$ cat src/rtl/dlist_cop.sv
module dlist_cop #(
  parameter int PC_W = 24,
  parameter int RA_W = 8
) (
  input  logic              clk,
  input  logic              rst_n,
  input  logic              en,
  input  logic              frame_start,
  input  logic [7:0]        vpos,
  input  logic [7:0]        hpos,
  input  logic              host_we,
  input  logic [2:0]        host_sel,
  input  logic [15:0]       host_wdata,
  output logic              mem_req,
  output logic [PC_W-1:0]   mem_addr,
  input  logic              mem_gnt,
  input  logic [15:0]       mem_rdata,
  output logic              reg_we,
  output logic [RA_W-1:0]   reg_addr,
  output logic [15:0]       reg_wdata
);
  localparam int HI_W = PC_W - 16;
  localparam logic [2:0] SEL_L1H = 3'd0, SEL_L1L = 3'd1, SEL_L2H = 3'd2,
                         SEL_L2L = 3'd3, SEL_J1 = 3'd4, SEL_J2 = 3'd5;

  typedef enum logic [2:0] {S_STOP, S_F1, S_F2, S_WAIT, S_WAKE} st_t;

  st_t             st;
  logic [PC_W-1:0] pc, loc1, loc2;
  logic [15:0]     ir;
  logic [15:1]     msk;
  logic            jump1, jump2, slot, hit, is_end;
  logic [15:0]     cmp_mask, cur_pos, tgt_pos;

  assign jump1    = host_we && host_sel == SEL_J1;
  assign jump2    = host_we && host_sel == SEL_J2;
  assign mem_req  = en && (st == S_F1 || st == S_F2 || st == S_WAKE);
  assign mem_addr = pc;
  assign slot     = mem_req && mem_gnt;

  assign cmp_mask = {msk[15:8], msk[7:1], 1'b0};
  assign cur_pos  = {vpos, hpos} & cmp_mask;
  assign tgt_pos  = {ir[15:1], 1'b0} & cmp_mask;
  assign hit      = cur_pos >= tgt_pos;
  assign is_end   = ir == 16'hFFFF && mem_rdata == 16'hFFFE;

  always_ff @(posedge clk or negedge rst_n) begin
    if (!rst_n) begin
      loc1 <= '0;
      loc2 <= '0;
    end else if (host_we) begin
      case (host_sel)
        SEL_L1H: loc1[PC_W-1:16] <= host_wdata[HI_W-1:0];
        SEL_L1L: loc1[15:0]      <= {host_wdata[15:1], 1'b0};
        SEL_L2H: loc2[PC_W-1:16] <= host_wdata[HI_W-1:0];
        SEL_L2L: loc2[15:0]      <= {host_wdata[15:1], 1'b0};
        default: ;
      endcase
    end
  end

  always_ff @(posedge clk or negedge rst_n) begin
    if (!rst_n) begin
      st        <= S_STOP;
      pc        <= '0;
      ir        <= '0;
      msk       <= '0;
      reg_we    <= 1'b0;
      reg_addr  <= '0;
      reg_wdata <= '0;
    end else begin
      reg_we <= 1'b0;
      if (frame_start) begin
        pc <= loc1;
        st <= S_F1;
      end else if (jump1) begin
        pc <= loc1;
        st <= S_F1;
      end else if (jump2) begin
        pc <= loc2;
        st <= S_F1;
      end else begin
        case (st)
          S_F1: if (slot) begin
            ir <= mem_rdata;
            pc <= pc + PC_W'(2);
            st <= S_F2;
          end
          S_F2: if (slot) begin
            pc <= pc + PC_W'(2);
            if (!ir[0]) begin
              reg_we    <= 1'b1;
              reg_addr  <= ir[RA_W:1];
              reg_wdata <= mem_rdata;
              st        <= S_F1;
            end else if (is_end) begin
              st <= S_STOP;
            end else begin
              msk <= mem_rdata[15:1];
              st  <= S_WAIT;
            end
          end
          S_WAIT: if (hit) st <= S_WAKE;
          S_WAKE: if (slot) st <= S_F1;
          default: ;
        endcase
      end
    end
  end

  a_r10_no_req_disabled: assert property (@(posedge clk) disable iff (!rst_n)
    !en |-> !mem_req);

  a_r2_write_after_slot: assert property (@(posedge clk) disable iff (!rst_n)
    reg_we |-> $past(mem_req && mem_gnt));

  a_r3_single_pulse: assert property (@(posedge clk) disable iff (!rst_n)
    reg_we |=> !reg_we);

  a_r5_hold_addr: assert property (@(posedge clk) disable iff (!rst_n)
    (mem_req && !mem_gnt && !frame_start && !jump1 && !jump2) |=> $stable(mem_addr));

  a_r7_frame_reload: assert property (@(posedge clk) disable iff (!rst_n)
    frame_start |=> mem_addr == $past(loc1));

  a_r8_jump2_reload: assert property (@(posedge clk) disable iff (!rst_n)
    (jump2 && !frame_start) |=> mem_addr == $past(loc2));

  a_r9_even_addr: assert property (@(posedge clk) disable iff (!rst_n)
    mem_req |-> !mem_addr[0]);
endmodule

$ cat config.mk
export PLATFORM = sky130hd
export DESIGN_NAME = dlist_cop
export DESIGN_NICKNAME = d
export VERILOG_FILES = /design/src/rtl/dlist_cop.sv
export SDC_FILE = /design/constraint.sdc
export NUM_CORES = 1
export LEC_CHECK = 0
export BUFFER_PORTS_ARGS = -buffer_cell sky130_fd_sc_hd__buf_2
export CAP_MARGIN = 30
export CORE_ASPECT_RATIO = 2
export CORE_MARGIN = 4
export CORE_UTILIZATION = 25
export CTS_CLUSTER_SIZE = 14
export DETAILED_ROUTE_END_ITERATION = 10
export PLACE_DENSITY = 0.48
export SETUP_SLACK_MARGIN = 0.3
export SYNTH_ARGS = -nofsm -noshare
export SYNTH_HDL_FRONTEND = slang
export SYNTH_SLANG_ARGS = --single-unit
$ cat constraint.sdc
create_clock -name clk -period 5 [get_ports clk]
set_input_delay 0.75 -clock clk [delete_from_list [all_inputs] [get_ports clk]]
set_output_delay 0.75 -clock clk [all_outputs]
set_load 0.01 [all_outputs]
# Yosys cells after proc, flatten, opt, wreduce, memory -nomap -nowiden
# Index checks and enable logic that the tools add are counted.
# W data, S select, Z words.
word_totals:
  ff_bits: 129
  inputBits: 57
  output_inout_bits: 50
op_classes:
  n_addsub: 1
  magnitude_cmp: 1
  eq_ne: 15
  mux: 21
  bitwise_logic: 7
  n_reduce_logical: 21
ops:
  columns: ["operator", "count"]
  rows:
  - ["$mux W24", 5]
  - ["$and A16 B16 Y16", 2]
  - ["$eq A16 B16 Y1 const B", 2]
  - ["$add A24 B2 Y24 const B", 1]
  - ["$mux W3", 7]
  - ["$ne A5 B5 Y1 const B", 4]
  - ["$ge A16 B16 Y1", 1]
  - ["$eq A3 B2 Y1 const B", 4]
  - ["$pmux W3 S4", 1]
  - ["$reduce_and A2 Y1", 5]
  - ["$reduce_and A5 Y1", 2]
  - ["$eq A3 B3 Y1 const B", 3]
  - ["$reduce_bool A4 Y1", 2]
  - ["$reduce_and A7 Y1", 1]
  - ["$reduce_bool A7 Y1", 1]
  - ["$eq A3 B1 Y1 const B", 2]
  - ["$mux W1", 6]
  - ["$reduce_and A6 Y1", 1]
  - ["$logic_and A1 B1 Y1", 5]
  - ["$not A1 Y1", 5]
  - ["$mux W2", 2]
  - ["$logic_not A3 Y1", 1]
  - ["$logic_or A1 B1 Y1", 2]
  - ["$reduce_or A2 Y1", 1]

# Longest topological paths before layout
# Gate-level depths: netlist of run 1.
depth:
  ltp_word: 10
  mapped_depth: 8
  ltp_nobuf: 8

# Least setup slack after synthesis of run 1
# Ideal clock, no wire load.
synth_timing:
  kind: "in2reg"
  from: "input vpos[5]"
  to: "register st[1]"
  setup_ps: 130
  t_arrival_ps: 2215
  required_time_ps: 4870
  path_slack_ps: 2655
  stages: 8
  n_path_buf: 0
  path_cell_list: "and2_1 -> ha_1 -> a211oi_1 -> o211ai_1 -> a21oi_1 -> a211oi_1 -> a2bb2oi_1 -> nor3_1"
synth_between:
  elab_chain_len: 4
synth_lines:
  columns: ["element", "line", "rtl"]
  rows:
  - ["start: declaration", "9", "input logic [7:0] vpos,"]
  - ["$and A16 B16 Y16", "42", "assign cur_pos = {vpos, hpos} & cmp_mask;"]
  - ["$ge A16 B16 Y1", "44", "assign hit = cur_pos >= tgt_pos;"]
  - ["$ne A5 B5 Y1 (no line)", null, null]
  - ["$reduce_and A5 Y1 (no line)", null, null]
  - ["end signal: assignment", "64", "st <= S_STOP;"]
  - ["end signal: assignment", "75", "st <= S_F1;"]
  - ["end signal: assignment", "78", "st <= S_F1;"]
  - ["end: declaration", "28", "st_t st;"]
# No other way between the ends.
# A chain may end at the register's enable or synchronous reset.

# Worst setup path after layout of run 1
layout_timing:
  from: "input hpos[5]"
  to: "register st[1]"
layout_between:
  elab_chain_len: 4
layout_lines:
  columns: ["element", "line", "rtl"]
  rows:
  - ["start: declaration", "10", "input logic [7:0] hpos,"]
  - ["$and A16 B16 Y16", "42", null]
  - ["$ge A16 B16 Y1", "44", null]
  - ["$ne A5 B5 Y1 (no line)", null, null]
  - ["$reduce_and A5 Y1 (no line)", null, null]
# No other way between the ends.

==> flow_summary.ini, run 1 <==
[setup_path]
cp_max_fo = 6
cpPeakStageDelay_ns = 0.73
crit_chain = buf_2 > and2_1 > ha_1 > a21oi_1 > o22ai_1 > a2111oi_0 > a211oi_1 > a2bb2oi_1 > nor3_1
critical_path_class = input port to register
cp.arrival_ns = 3.15
cp.required_ns = 5.34
crit_buf_inv = 1
cpMaxStageDelayCell = a2111oi_0
cp_top_family = compound AO/OA/AOI/OAI gates
startpoint_type = input port
crit_path_end_kind = register

[global_route]
grt_pass1_wl_mm = 29.0
track_usage = 0.139
antenna_found_initial = 0
grt_max_degree = 47
grt_pass1_vias = 5027
gr-total-overflow = 0

[power_and_ir_drop]
p_sw_mw = 1.29
powerDensity_nw_per_um2 = 497
clkPwrFrac = 0.287
peakVddDrop_uv = 242
p_sw_frac = 0.335
power.internal_mw = 2.56
pwr-share-seq = 0.436
combPwrFrac = 0.277
p_leak_nw = 3.52

[timing]
relSlewSlack = 0.369
hold_viol = 0
maxSlewViolCount = 0
fin_skew_ns = 0.00889
period_minus_slack_ns = 2.81
fin_crit_sh = 0.562
setup_tns_ns = 0
setup_viol = 0
rsz0062_at_grt = false
worst_pin_slew_ns = 0.945
max_freq_mhz = 356

[final_layout]
nFillCells = 2581
final_cell_mix = dfrtp_1 (128), buf_2 (103), mux2_2 (91), nand2_1 (45), a21oi_1 (36)
fin_nets = 719
fin_area_um2 = 7740
final_common_cell = dfrtp_1
syn_to_final_growth_pct = 23.5
multi_input_area_um2 = 2940
antenna_cells = 0
drive_gt1_frac = 0.384
seqCellArea_um2 = 3200

[clock_tree]
clock_sinks = 128
cts_setup_buffers = 0
clk_pin_slew_ns = 0.05
cts_buffers = 17
ctsResizeCount = 0
worstSkewPairLatency_ns = 0.43
cts_root_buf = clkbuf_16
ctsLongestPathBuffers = 2
cts.htree.levels = 4
cts_hold_buf = 0
cts_tree = built

[placement]
io_buffers = 104
dpl.hpwl_mm = 14.0
gp_congestion = 0.769
place_area_um2 = 7200

[die]
fp.dieW_um = 120
die_area_um2 = 27800
io_pins = 107
rows = 81
fp.coreArea_um2 = 24600
initial_utilization = 0.255
die_y_um = 232

[synth]
syn_area_um2 = 6270
syn_area_per_cell_um2 = 11.7
synth_edf_count = 0
ys.flop_type = dfrtp_1
synth-seq-cells = 128
synth_seq_area_share = 0.511
synthArstFlopShare = 1.00
synth_cell_types = 50
yosys_warnings = 0
syn_nets = 611
synth_cells = 538

[route]
vias = 4683
wire_per_inst_um = 18.9
viasPerCell = 4.73
first_pass_iters = 6
antenna_left = 0
drc = 0
drt-total-wl_mm = 18.7
first_iter_violations = 271

[outcome]
status = completed

[job]
maxCapViolCount = 0

[min_path]
hold_path_class = input port to asynchronous set/reset pin
==> area by class of cell <==
| class | count | area share |
|---|---|---|
| Sequential cell | 128 | 0.414 |
| Multi-Input combinational cell | 378 | 0.380 |
| Timing Repair Buffer | 115 | 0.0818 |
| Clock buffer | 21 | 0.0595 |
| Tap cell | 332 | 0.0537 |
| Clock inverter | 11 | 0.00856 |
| Inverter | 6 | 0.00291 |
==> cell families (layout without fill, tap and decap cells) <==
logic type,count (synthesis),in the layout,share of synthesized area
XOR/XNOR,17,17,0.0237
flip-flops,128,128,0.511
AO/OA/AOI/OAI,100,100,0.106
multiplexers,101,101,0.187
AND/OR/NAND/NOR,142,142,0.115
adder cells (fa/ha/maj),17,17,0.0335
buffers and inverters,32,153,0.0225
other,1,1,0.000598
==> power by group through the flow <==
stage                     registers (mW)  logic (mW)  clock network, mW
after floorplan                     1.64       0.671                  0
after global placement              1.69        1.07                  0
after detailed placement            1.70        1.09                  0
after CTS                           1.68        1.09               1.14
after global routing                1.73        1.18               1.19
final                               1.68        1.07               1.10
==> cell usage after synthesis, types with 4 or more instances <==
cell	n	share of area
o21ai_0	11	0.0088
xor2_1	8	0.011
buf_2	8	0.0064
ha_1	16	0.032
a31oi_1	10	0.010
and3_1	5	0.0050
clkbuf_1	15	0.0090
nor4_1	4	0.0040
a21oi_1	36	0.029
inv_1	6	0.0036
nand4_1	15	0.015
mux2_2	91	0.16
mux2_4	10	0.024
nand3_1	12	0.0096
nor2_1	22	0.013
nand2_1	45	0.027
a211oi_1	5	0.0060
xnor2_1	9	0.013
dfrtp_1	128	0.51
and2_1	17	0.017
nor3_1	9	0.0072
o211ai_1	5	0.0060
o221ai_1	12	0.017
==> registers in the layout (all words and copies together), names as in the netlist <==
signal / flops
reg_we: 1
st: 3
loc2: 23
loc1: 23
mem_addr: 23
reg_wdata: 16
reg_addr: 8
msk: 15
ir: 16
==> metal layers <==
layer	up-vias	GRT usage	part of all wire
li1	2197	-	-
met1	2345	0.135	0.36
met2	116	0.272	0.57
met3	25	0.0312	0.038
met4	0	0.0649	0.032
met5	-	0	0
==> final timing paths <==
| kind | start | cells past startpoint | slack, ns | end |
|---|---|---|---|---|
| setup / recovery | hpos[5] | 9 | 2.19 | st[1] |
| hold / removal | rst_n | 1 | 0.33 | ir[9] |
| min in group clk | reg_wdata[0] | 1 | 0.50 | reg_wdata[0] |
| setup reg to reg | msk[5] | 8 | 2.25 | st[1] |
| hold reg to reg | reg_wdata[0] | 1 | 0.50 | reg_wdata[0] |
| max in group asynchronous | rst_n | 2 | 3.66 | mem_addr[20] |
==> stage by stage <==
stage          power (mW)  utilization  hold slack (ns)  std cells  setup WS (ns)
6_report             3.85        0.314            0.328        991           2.19
5_1_grt              4.10        0.314            0.366        991           2.15
4_1_cts              3.92        0.314            0.343        990           2.16
3_5_place_dp         2.79        0.292            0.491        958           1.73
3_3_place_gp         2.76        0.291            0.484        957           1.75
2_1_floorplan        2.31            -            0.454        538           2.66
Power figures use the tool's default switching activity.
==> run 2, diff against run 1 <==
Clock period 5 ns to 2.9 ns, I/O delays scaled along.
==> run 2 against run 1 <==
  * Via count is 0.58% higher
  * Utilization increased by 0.20 points
  * Total power increased by 74%
  * Critical path depth down 1
  * Combinational power rose by 72%
  * Sequential cell count is the same
  * Routed wire length decreased by 2.8%
  * Clock power grew 79%
  * Critical path type is now register to register
  * Critical endpoint unchanged
  * Highest routed layer unchanged
==> flow_summary.ini, run 2 (same netlist as run 1, synthesis figures left out) <==
[placement]
gp_congestion = 0.764
dpl_worst_slack_ns = 0.418
io_buffers = 104
place_area_um2 = 7260
dpl.hpwl_mm = 13.9
dp_cells = 965

[setup_path]
crit_path_end_kind = register
ff2ff_setup_slack_ns = 0.50
critical_path_class = register to register
cp.depth = 8
cp_max_fo = 6
crit_buf_inv = 0
reg2reg_from = msk[5]
crit_chain = and2_1 > ha_1 > a21oi_1 > o22ai_1 > a2111oi_0 > a211oi_1 > a2bb2oi_1 > nor3_1
cpMaxStageDelayCell = a2111oi_0
cp_top_family = compound AO/OA/AOI/OAI gates
cpPeakStageDelay_ns = 0.51
reg2reg_depth = 8
startpoint_type = register
reg2reg_to = st[1]
cp.arrival_ns = 2.74
cp.required_ns = 3.24

[job]
maxCapViolCount = 0

[clock_tree]
ctsResizeCount = 0
clock_sinks = 128
cts_tree = built
ctsLongestPathBuffers = 2
cts_buffers = 17
cts.htree.levels = 4
cts_setup_buffers = 0
cts_hold_buf = 0
clk_pin_slew_ns = 0.05
cts_root_buf = clkbuf_16
worstSkewPairLatency_ns = 0.43

[timing]
rsz0062_at_grt = false
fin_skew_ns = 0.0115
max_freq_mhz = 417
relSlewSlack = 0.433
fin_crit_sh = 0.828
hold_viol = 0
maxSlewViolCount = 0
period_minus_slack_ns = 2.40
setup_ws_ns = 0.500
worst_pin_slew_ns = 0.850
setup_viol = 0
setup_tns_ns = 0

[final_layout]
nFillCells = 2567
fin_nets = 725
multi_input_area_um2 = 2940
seqCellArea_um2 = 3200
syn_to_final_growth_pct = 24.3
drive_gt1_frac = 0.385
antenna_cells = 0
final_cell_mix = dfrtp_1 (128), buf_2 (103), mux2_2 (91), nand2_1 (45), a21oi_1 (36)
fin_area_um2 = 7790
final_common_cell = dfrtp_1
fin_cells = 994

[power_and_ir_drop]
p_leak_nw = 3.56
powerDensity_nw_per_um2 = 860
peakVddDrop_uv = 445
design_power_total_mw = 6.70

[global_route]
grtUsageMet1 = 0.134
track_usage = 0.136
busiest_layer = met2
grt_pass1_wl_mm = 28.3
grt_pass1_vias = 4891
antenna_found_initial = 0
gr-total-overflow = 0
met2_usage = 0.266
grt_max_degree = 56
grtUsageMet3 = 0.0305

[die]
io_pins = 107
initial_utilization = 0.255
rows = 81
die_area_um2 = 27800
fp.dieW_um = 120
fp.coreArea_um2 = 24600
die_y_um = 232

[route]
wire_per_inst_um = 18.3
first_iter_violations = 288
drc = 0
drt-total-wl_mm = 18.2
vias = 4710
antenna_left = 0
viasPerCell = 4.74
first_pass_iters = 5

[outcome]
status = completed

[min_path]
hold_path_class = input port to asynchronous set/reset pin
==> run 2: cell count changes in the layout (fill, tap and decap cells not counted), moves of 2 or more <==
| cell | before | now |
|---|---|---|
| buf_12 | 0 | 2 |
| clkinvlp_4 | 3 | 1 |
| clkinv_2 | 7 | 5 |
| buf_4 | 10 | 16 |
==> run 2: worst register-to-register path, stage by stage, from the launching register on <==
cell and delay [ns]:
dfrtp_1 0.39, and2_1 0.15, ha_1 0.30, a21oi_1 0.21, o22ai_1 0.13, a2111oi_0 0.51, a211oi_1 0.28, a2bb2oi_1 0.19
nor3_1 0.16
==> run 2: power breakdown <==
part | total, mW | leakage, nW | internal, mW | switching (mW)
registers | 2.89 | 1.60 | 2.35 | 0.533
logic | 1.84 | 1.69 | 0.951 | 0.890
clock network | 1.97 | 0.267 | 1.22 | 0.752
total | 6.70 | 3.56 | 4.53 | 2.17
==> run 2: worst max path at each step <==
stage,from,to
global route,msk[5],st[1]
floorplan,vpos[5],st[1]
detailed placement,hpos[5],st[1]
CTS,msk[5],st[1]
finish,msk[5],st[1]
global placement,hpos[5],st[1]
==> run 2: final cells by class <==
cell class,count,share of cell area
timing repair buffer,121,0.0867
tap,332,0.0533
sequential,128,0.411
inverter,6,0.00289
clock buffer,22,0.0609
clock inverter,7,0.00803
multi-input combinational,378,0.377
==> run 2: per-stage QoR <==
step,util,hold WS (ns)
floorplan,-,0.139
global placement,0.295,0.484
detailed placement,0.295,0.490
CTS,0.316,0.105
global route,0.316,0.133
finish,0.316,0.0706
==> run 2: metal layers <==
layer	up-vias	wire, um	share of wire
met2	122	10500	0.58
met5	-	0	0
met1	2359	6460	0.35
met3	27	774	0.042
li1	2202	-	-
met4	0	497	0.027
